**src/rtl/tnco_pkg.sv**
```systemverilog
package tnco_pkg;
  localparam int TNCO_NS_W      = 44;
  localparam int TNCO_FRAC_W    = 29;
  localparam int TNCO_INC_W     = 32;
  localparam int TNCO_WORD_W    = 32;
  localparam int TNCO_LOW_W     = 4;
  localparam int TNCO_TOP_W     = 8;
  localparam int TNCO_TOP_WR_LSB = 8;
  localparam logic [31:0] TNCO_INC_NOMINAL = 32'h8000_0000;

  typedef enum logic [1:0] {
    REG_LOW  = 2'd0,
    REG_MAIN = 2'd1,
    REG_TOP  = 2'd2,
    REG_INC  = 2'd3
  } tnco_reg_e;
endpackage

```
**src/rtl/tnco_accum.sv**
```systemverilog
module tnco_accum
  import tnco_pkg::*;
#(
  parameter int NS_W   = TNCO_NS_W,
  parameter int FRAC_W = TNCO_FRAC_W,
  parameter int INC_W  = TNCO_INC_W,
  parameter int LOW_W  = TNCO_LOW_W,
  parameter int TOP_W  = TNCO_TOP_W,
  localparam int MAIN_W = NS_W - LOW_W - TOP_W
) (
  input  logic              clk,
  input  logic              rst_n,
  input  logic [INC_W-1:0]  inc_i,
  input  logic              wr_low_i,
  input  logic              wr_main_i,
  input  logic              wr_top_i,
  input  logic [LOW_W-1:0]  low_wdata_i,
  input  logic [MAIN_W-1:0] main_wdata_i,
  input  logic [TOP_W-1:0]  top_wdata_i,
  output logic [NS_W-1:0]   ns_o
);
  localparam int ACC_W    = NS_W + FRAC_W;
  localparam int MAIN_LSB = LOW_W;
  localparam int TOP_LSB  = LOW_W + MAIN_W;
  localparam logic [NS_W-1:0] STEP_MAX = NS_W'(1) << (INC_W - FRAC_W);

  logic [ACC_W-1:0] acc_q;
  logic [ACC_W-1:0] acc_sum;
  logic [ACC_W-1:0] acc_d;
  logic             any_wr;
  logic             acc_en;

  // next state: add, then let field writes override their slices
  always_comb begin
    any_wr  = wr_low_i | wr_main_i | wr_top_i;
    acc_en  = (inc_i != '0) | any_wr;
    acc_sum = acc_q + ACC_W'(inc_i);
    acc_d   = acc_sum;
    if (wr_low_i)  acc_d[FRAC_W + 0        +: LOW_W]  = low_wdata_i;
    if (wr_main_i) acc_d[FRAC_W + MAIN_LSB +: MAIN_W] = main_wdata_i;
    if (wr_top_i)  acc_d[FRAC_W + TOP_LSB  +: TOP_W]  = top_wdata_i;
  end

  always_ff @(posedge clk or negedge rst_n) begin
    if (!rst_n) begin
      acc_q <= '0;
    end else if (acc_en) begin
      acc_q <= acc_d;
    end
  end

  assign ns_o = acc_q[ACC_W-1:FRAC_W];

  AST_FREEZE_HOLD: assert property (@(posedge clk) disable iff (!rst_n)
    (inc_i == '0 && !any_wr) |=> $stable(ns_o));

  AST_STEP_BOUND: assert property (@(posedge clk) disable iff (!rst_n)
    (!any_wr) |=> ((ns_o - $past(ns_o)) <= STEP_MAX));

  AST_LOW_WRITE_WINS: assert property (@(posedge clk) disable iff (!rst_n)
    wr_low_i |=> (ns_o[LOW_W-1:0] == $past(low_wdata_i)));

  AST_MAIN_WRITE_WINS: assert property (@(posedge clk) disable iff (!rst_n)
    wr_main_i |=> (ns_o[MAIN_LSB +: MAIN_W] == $past(main_wdata_i)));

  AST_TOP_WRITE_FIELD: assert property (@(posedge clk) disable iff (!rst_n)
    wr_top_i |=> (ns_o[TOP_LSB +: TOP_W] == $past(top_wdata_i)));
endmodule

```
**src/rtl/tnco_regs.sv**
```systemverilog
module tnco_regs
  import tnco_pkg::*;
#(
  parameter int NS_W   = TNCO_NS_W,
  parameter int INC_W  = TNCO_INC_W,
  parameter int WORD_W = TNCO_WORD_W,
  parameter int LOW_W  = TNCO_LOW_W,
  parameter int TOP_W  = TNCO_TOP_W,
  parameter int TOP_WR_LSB = TNCO_TOP_WR_LSB,
  parameter logic [INC_W-1:0] INC_RESET = INC_W'(TNCO_INC_NOMINAL),
  localparam int MAIN_W = NS_W - LOW_W - TOP_W,
  localparam int NREG   = 4,
  localparam int ADDR_W = $clog2(NREG)
) (
  input  logic              clk,
  input  logic              rst_n,
  input  logic [ADDR_W-1:0] addr_i,
  input  logic              we_i,
  input  logic [WORD_W-1:0] wdata_i,
  input  logic [NS_W-1:0]   ns_i,
  output logic              wr_low_o,
  output logic              wr_main_o,
  output logic              wr_top_o,
  output logic [LOW_W-1:0]  low_wdata_o,
  output logic [MAIN_W-1:0] main_wdata_o,
  output logic [TOP_W-1:0]  top_wdata_o,
  output logic [INC_W-1:0]  inc_o,
  output logic [WORD_W-1:0] rdata_o
);
  logic [NREG-1:0]   hit;
  logic [INC_W-1:0]  inc_q;
  logic [INC_W-1:0]  inc_d;
  logic [WORD_W-1:0] rd_d;
  logic [WORD_W-1:0] rd_q;

  for (genvar g = 0; g < NREG; g++) begin : g_decode
    assign hit[g] = we_i && (addr_i == ADDR_W'(g));
  end

  assign wr_low_o     = hit[REG_LOW];
  assign wr_main_o    = hit[REG_MAIN];
  assign wr_top_o     = hit[REG_TOP];
  assign low_wdata_o  = wdata_i[LOW_W-1:0];
  assign main_wdata_o = wdata_i[MAIN_W-1:0];
  assign top_wdata_o  = wdata_i[TOP_WR_LSB +: TOP_W];

  always_comb begin
    inc_d = inc_q;
    if (hit[REG_INC]) inc_d = INC_W'(wdata_i);
  end

  always_comb begin
    unique case (addr_i)
      REG_LOW:  rd_d = WORD_W'(ns_i[LOW_W-1:0]);
      REG_MAIN: rd_d = WORD_W'(ns_i[LOW_W +: MAIN_W]);
      REG_TOP:  rd_d = WORD_W'(ns_i[NS_W-1 -: TOP_W]);
      default:  rd_d = WORD_W'(inc_q);
    endcase
  end

  always_ff @(posedge clk or negedge rst_n) begin
    if (!rst_n) begin
      inc_q <= INC_RESET;
      rd_q  <= '0;
    end else begin
      inc_q <= inc_d;
      rd_q  <= rd_d;
    end
  end

  assign inc_o   = inc_q;
  assign rdata_o = rd_q;

  AST_TOP_UPPER_ZERO: assert property (@(posedge clk) disable iff (!rst_n)
    (addr_i == REG_TOP) |=> (rdata_o[WORD_W-1:TOP_W] == '0));

  AST_INC_READBACK: assert property (@(posedge clk) disable iff (!rst_n)
    (we_i && addr_i == REG_INC) |=> (inc_o == INC_W'($past(wdata_i))));

  AST_SINGLE_STROBE: assert property (@(posedge clk) disable iff (!rst_n)
    $onehot0({wr_low_o, wr_main_o, wr_top_o}));
endmodule

```
**src/rtl/tnco_timer.sv**
```systemverilog
module tnco_timer
  import tnco_pkg::*;
(
  input  logic        clk,
  input  logic        rst_n,
  input  logic [1:0]  reg_addr,
  input  logic        reg_we,
  input  logic [31:0] reg_wdata,
  output logic [31:0] reg_rdata
);
  localparam int MAIN_W = TNCO_NS_W - TNCO_LOW_W - TNCO_TOP_W;

  logic [1:0]              rst_sync_q;
  logic                    rst_int_n;
  logic                    wr_low;
  logic                    wr_main;
  logic                    wr_top;
  logic [TNCO_LOW_W-1:0]   low_wdata;
  logic [MAIN_W-1:0]       main_wdata;
  logic [TNCO_TOP_W-1:0]   top_wdata;
  logic [TNCO_INC_W-1:0]   inc;
  logic [TNCO_NS_W-1:0]    ns;

  // asynchronous assertion, synchronous release
  always_ff @(posedge clk or negedge rst_n) begin
    if (!rst_n) rst_sync_q <= 2'b00;
    else        rst_sync_q <= {rst_sync_q[0], 1'b1};
  end
  assign rst_int_n = rst_sync_q[1];

  tnco_regs #(
    .NS_W(TNCO_NS_W), .INC_W(TNCO_INC_W), .WORD_W(TNCO_WORD_W),
    .LOW_W(TNCO_LOW_W), .TOP_W(TNCO_TOP_W), .TOP_WR_LSB(TNCO_TOP_WR_LSB),
    .INC_RESET(TNCO_INC_NOMINAL)
  ) u_regs (
    .clk(clk), .rst_n(rst_int_n),
    .addr_i(reg_addr), .we_i(reg_we), .wdata_i(reg_wdata), .ns_i(ns),
    .wr_low_o(wr_low), .wr_main_o(wr_main), .wr_top_o(wr_top),
    .low_wdata_o(low_wdata), .main_wdata_o(main_wdata), .top_wdata_o(top_wdata),
    .inc_o(inc), .rdata_o(reg_rdata)
  );

  tnco_accum #(
    .NS_W(TNCO_NS_W), .FRAC_W(TNCO_FRAC_W), .INC_W(TNCO_INC_W),
    .LOW_W(TNCO_LOW_W), .TOP_W(TNCO_TOP_W)
  ) u_accum (
    .clk(clk), .rst_n(rst_int_n), .inc_i(inc),
    .wr_low_i(wr_low), .wr_main_i(wr_main), .wr_top_i(wr_top),
    .low_wdata_i(low_wdata), .main_wdata_i(main_wdata), .top_wdata_i(top_wdata),
    .ns_o(ns)
  );

  AST_RESET_CLEARS_RDATA: assert property (@(posedge clk)
    (!rst_int_n) |-> (reg_rdata == '0));
endmodule

```
**config.mk**
```make
export PLATFORM = sky130hd
export DESIGN_NAME = tnco_timer
export DESIGN_NICKNAME = d
export VERILOG_FILES = /design/src/rtl/tnco_pkg.sv /design/src/rtl/tnco_accum.sv /design/src/rtl/tnco_regs.sv /design/src/rtl/tnco_timer.sv
export SDC_FILE = /design/constraint.sdc
export NUM_CORES = 1
export LEC_CHECK = 0
export ABC_CLOCK_PERIOD_IN_PS = 3900
export BUFFER_PORTS_ARGS = -buffer_cell sky130_fd_sc_hd__buf_2
export CAP_MARGIN = 25
export CORE_UTILIZATION = 25
export CTS_CLUSTER_SIZE = 24
export DETAILED_ROUTE_END_ITERATION = 8
export PLACE_DENSITY = 0.37
export SLEW_MARGIN = 20
export SYNTH_ARGS = -nofsm -noshare
export SYNTH_HDL_FRONTEND = slang
export SYNTH_SLANG_ARGS = --single-unit
```
**constraint.sdc**
```tcl
create_clock -name clk -period 3.9 [get_ports clk]
set_input_delay 0.78 -clock clk [delete_from_list [all_inputs] [get_ports clk]]
set_output_delay 0.78 -clock clk [all_outputs]
set_load 0.01 [all_outputs]
```
After elaboration in Yosys (flattened, before gate mapping)

Cells that the tools add are included.

Add/subtract/negate cells: 1
Eq/ne operators: 3
Multiplexer cells: 4
Bitwise logic cells: 3
Reduce and logical (&&, ||, !) cells: 6

Operators by type and width:

| operator                                                         | number |
|---|---|
| 32-bit case mux with 3 select lines                              | 1 |
| 73-bit by 32-bit adder with 73-bit output                        | 1 |
| 32-bit 2-to-1 mux                                                | 1 |
| 32-bit nonzero test                                              | 1 |
| 8-bit 2-to-1 mux                                                 | 1 |
| 2-bit == test (second input constant)                            | 2 |
| 1-bit logical AND                                                | 4 |
| 4-bit 2-to-1 mux                                                 | 1 |
| 1-bit bitwise OR                                                 | 3 |
| 2-bit by 1-bit == test with 1-bit output (second input constant) | 1 |
| 2-bit logical NOT                                                | 1 |

Register bits: 139
Input port bits: 37
Output and inout bits: 32
Word-level logic and storage cells: 21

Depth between registers and ports, before layout

Word-level depth: 5
Gate-level depth with buffers: 11
Gate-level depth less buffers: 10

Modules after synthesis

From an unflattened synthesis, not the netlist that was laid out.

Cell total of the unflattened synthesis: 1003
Area, all modules: 9481.6 sq um

By module, submodules not included:

| module     | times used | cells an instance | area an instance (sq um) | sequential area each (sq um) |
|---|---|---|---|---|
| tnco_accum | 1          | 783               | 6333.6                   | 1826.8 |
| tnco_regs  | 1          | 217               | 3094.2                   | 1602.8 |
| tnco_timer | 1          | 3                 | 53.8                     | 50.0 |

Worst setup path after synthesis

Ideal clock, no wire load.

Path kind: reg2reg
Start point: register u_regs.inc_q[0], in the netlist u_regs.inc_o[0]
End point: register u_accum.acc_q[66]
Arrival time: 2.597 ns
Required time: 3.771 ns
Setup slack: 1.173 ns
Cell stages (with the launch flop): 12
Path buffers: 1
Cells stage by stage: dfrtp_1 ha_1 fa_1 a21oi_1 nand4b_1 a211oi_2 o2111ai_2 nand2_1 a32o_2 buf_6 a311oi_1 nor3_1

Longest elaborated chain between the ends: 2
Elaborated cells between the ends (all ways): 4
Classes of those cells: add/sub: 1; mux: 1; bitwise: 1; reduce/logical: 1

Ends and longest elaborated chain:

| element                                                                          | line                               | source |
|---|---|---|
| start, declared                                                                  | tnco_regs.sv:31                    | `logic [INC_W-1:0] inc_q;` |
| start signal, assigned                                                           | tnco_regs.sv:66                    | `inc_q <= inc_d;` |
| 73-bit by 32-bit adder with 73-bit output or 32-bit nonzero test (tied branches) | tnco_accum.sv:37, tnco_accum.sv:36 |  |
| 8-bit 2-to-1 mux or 1-bit bitwise OR (tied branches)                             | tnco_accum.sv:41, tnco_accum.sv:36 |  |
| end signal, assigned                                                             | tnco_accum.sv:46                   | `acc_q <= '0;` |
| end signal, assigned                                                             | tnco_accum.sv:48                   | `acc_q <= acc_d;` |
| end, declared                                                                    | tnco_accum.sv:27                   | `logic [ACC_W-1:0] acc_q;` |

Several ways; a longest one is shown, not always the timed one.
A chain may end at the register's enable or synchronous reset.

Final worst setup path

Start point: register u_regs.inc_q[20], in the netlist u_regs.inc_o[20]
End point: register u_accum.acc_q[58]

Longest elaborated chain between the ends: 2
Elaborated cells between the ends (all ways): 4
Classes of those cells: add/sub: 1; mux: 1; bitwise: 1; reduce/logical: 1

Ends and longest elaborated chain:

| element                                                                          | line |
|---|---|
| 73-bit by 32-bit adder with 73-bit output or 32-bit nonzero test (tied branches) | tnco_accum.sv:37, tnco_accum.sv:36 |
| 32-bit 2-to-1 mux or 1-bit bitwise OR (tied branches)                            | tnco_accum.sv:40, tnco_accum.sv:36 |

Several ways; a longest one is shown, not always the timed one.

==> reports/qor.yml <==
hold_path:
  min_path_type: "in2async"
drt:
  routed_wl_um: 30700
  wl_per_cell_um: 21.6
  viasPerCell: 5.18
  via_count: 7361
  drtIter0Drc: 560
  drt.antenna.violating_nets: 0
  drc_errors: 0
  dr.pass1.iters: 5
grt:
  grt_pass1_wl_um: 47100
  grt_util_met1_pct: 24.4
  grtUsageTotal_pct: 17.8
  antenna_found_initial: 0
  grt_start_max_net_pins: 66
  busiest_layer: "met2"
  grt_pass1_vias: 7482
  overflow: 0
  grt.met3_usage_pct: 2.79
  grtUsageMet2_pct: 28.6
placed_design:
  dp.final_hpwl_um: 22700
  gp_congestion: 0.804
  place_inst: 1389
  port-buffer-count: 68
run_status:
  status: "completed"
setup_path:
  arrival_ps: 3820
  max_stage_delay_ps: 580
  startpoint_type: "register"
  critPathCaptureType: "register"
  path_class: "reg2reg"
  cp.required_ps: 4270
  crit_slowest_cell: "nor3b_1"
  crit_chain: "ha_1 > nand4_1 > nor3b_1 > o2111ai_2 > a211oi_2 > o21ai_2 > or4_1 > nand3_1"
  cp_max_fo: 10
floorplan:
  core-area_um2: 33800
  rows: 67
  die_h_um: 188
  start_util_pct: 25.6
  die_x_um: 188
  die_area_um2: 35400
  io_pins: 69
sta:
  final_hold_viol_count: 0
  post-route-period-util_pct: 88.5
  slew_headroom_pct: 31.2
  worst_pin_slew_ps: 1020
  skew_ps: 9.60
  rsz0062_at_grt: "no"
  finalMaxSlewViolations: 0
  setup_violations: 0
  fin_tns_setup_ps: 0
  fin_crit_ps: 3450
  max_freq_mhz: 290
cells_and_area:
  drive_gt1_share_pct: 20.7
  area_delta_synth_final_pct: 16.7
  nets: 1031
  n_antenna_cell: 0
  fillers: 3542
  final_cells: 1422
clock_network:
  cts_tree: "built"
  cts_setup_buffers: 0
  cts_buffers: 17
  cts.path.max_buffers: 2
  clock_sinks: 139
  root_buffer: "clkbuf_16"
  cts_resized: 0
  clk-insertion-delay-late_ps: 440
  ctsHoldBuffers: 0
  path_clk_slew_ps: 60
  htreeDepth: 4
synthesis:
  synth-async-reset-ratio_pct: 100
  synth.top_cell.area_share_pct: 39.9
  seq_area_frac_synth_pct: 40.2
  synth.net_count: 978
  yosys_warnings: 0
  synth-main-ff-cell: "dfrtp_1"
  netlist_top_cells_count: "138 x dfrtp_1, 80 x nand2_1, 65 x nor2_1, 59 x a21oi_1"
  synth_most_common_cell: "dfrtp_1"
  ys_ff_latch: 139
  syn_area_um2: 8650
  synthCells: 908
  ys_top_cells_by_area: "dfrtp_1 40%, ha_1 4.6%, mux2_2 4.6%"
  synth_edf_count: 0
  yosysTopAreaCell: "dfrtp_1"
  avgSynthCellArea_um2: 9.53
  ys_types: 95
power:
  powerDensity_nw_per_um2: 708
  leakagePower_uw: 0.00425
  ir_drop_mv: 0.273
job:
  cap_violations: 0
==> worst max-delay path: cells and delay by family (launching register included) <==
kind	cells	cell delay [ps]
AO/OA/AOI/OAI	3	980
adder cells (fa/ha/maj)	1	520
flip-flops	1	490
AND/OR/NAND/NOR	4	1390
==> cells by family after synthesis <==
kind of cell / count (synthesis) / synth area share [%]
multiplexers: 64 / 8.49
buffers and inverters: 73 / 4.06
XOR/XNOR: 24 / 2.43
adder cells (fa/ha/maj): 33 / 4.86
other: 1 / 0.0433
AO/OA/AOI/OAI: 251 / 20.3
flip-flops: 139 / 40.2
AND/OR/NAND/NOR: 323 / 19.6
==> routing by layer <==
| layer | share of wire [%] | vias to the layer above |
|---|---|---|
| li1 | - | 3499 |
| met1 | 48 | 3685 |
| met2 | 47 | 142 |
| met3 | 2.8 | 35 |
| met4 | 2.0 | 0 |
| met5 | 0 | - |
==> area by class of cell <==
type | count | area, um^2 | share of cell area [%]
Clock buffer | 17 | 425 | 4.21
Clock inverter | 15 | 213 | 2.11
Inverter | 21 | 78.8 | 0.781
Multi-Input combinational cell | 696 | 4840 | 47.9
Sequential cell | 139 | 3480 | 34.5
Tap cell | 448 | 561 | 5.55
Timing Repair Buffer | 86 | 500 | 4.96
==> power by group <==
group          switching [uW]  internal [uW]
combinational            1780           1270
clock                     720           1080
sequential                446           1850
==> registers in the layout, indices dropped and copies added, names as in the netlist <==
register	flops
u_regs.rdata_o	32
rst_sync_q	2
u_accum.acc_q	73
u_regs.inc_o	32
==> through the flow <==
| stage | hold slack [ps] | setup WS (ps) | total power (uW) | util, % | area (um^2) |
|---|---|---|---|---|---|
| 3_3_place_gp | 335 | 506 | 5410 | 27.9 | 9440 |
| 4_1_cts | 98.0 | 511 | 7220 | 29.8 | 10100 |
| 3_5_place_dp | 339 | 574 | 5370 | 27.9 | 9440 |
| 5_1_grt | 99.1 | 273 | 7670 | 29.9 | 10100 |
| 6_report | 119 | 449 | 7150 | 29.9 | 10100 |
| 2_1_floorplan | 331 | 1170 | 4520 | - | 8650 |
==> worst paths after layout <==
kind | startpoint | to | slack, ps | cells after the start
min reg2reg | rst_sync_q[1] | u_accum.acc_q[68] | 340 | 0
max in group asynchronous | rst_sync_q[1] | u_regs.inc_o[17] | 2660 | 1
max reg2reg | u_regs.inc_o[20] | u_accum.acc_q[58] | 450 | 8
max | u_regs.inc_o[20] | u_accum.acc_q[58] | 450 | 8
min | rst_n | rst_sync_q[1] | 120 | 1
min in group clk | rst_sync_q[0] | rst_sync_q[1] | 350 | 0
==> cells in the final DEF, fill, tap and decap left out, types with 6 or more instances in the layout <==
cell	instances
o21ai_1	6
buf_4	16
nand3_1	28
a22oi_1	8
nand4_1	20
xor2_1	12
o211ai_1	16
nor3_1	26
o31ai_1	7
inv_1	20
nor2_1	65
xnor2_1	12
a21o_1	16
nor2b_1	27
and3_1	8
nand2_1	80
or3_1	7
a31oi_1	6
o21a_1	10
and2_1	8
buf_2	68
o21ai_0	33
mux2_2	35
mux2i_1	25
ha_1	32
nor4_1	14
a21oi_1	59
clkbuf_16	17
dfrtp_1	137
o22ai_1	16
a211oi_1	14
Note: power is estimated with default switching activity, not from simulation.
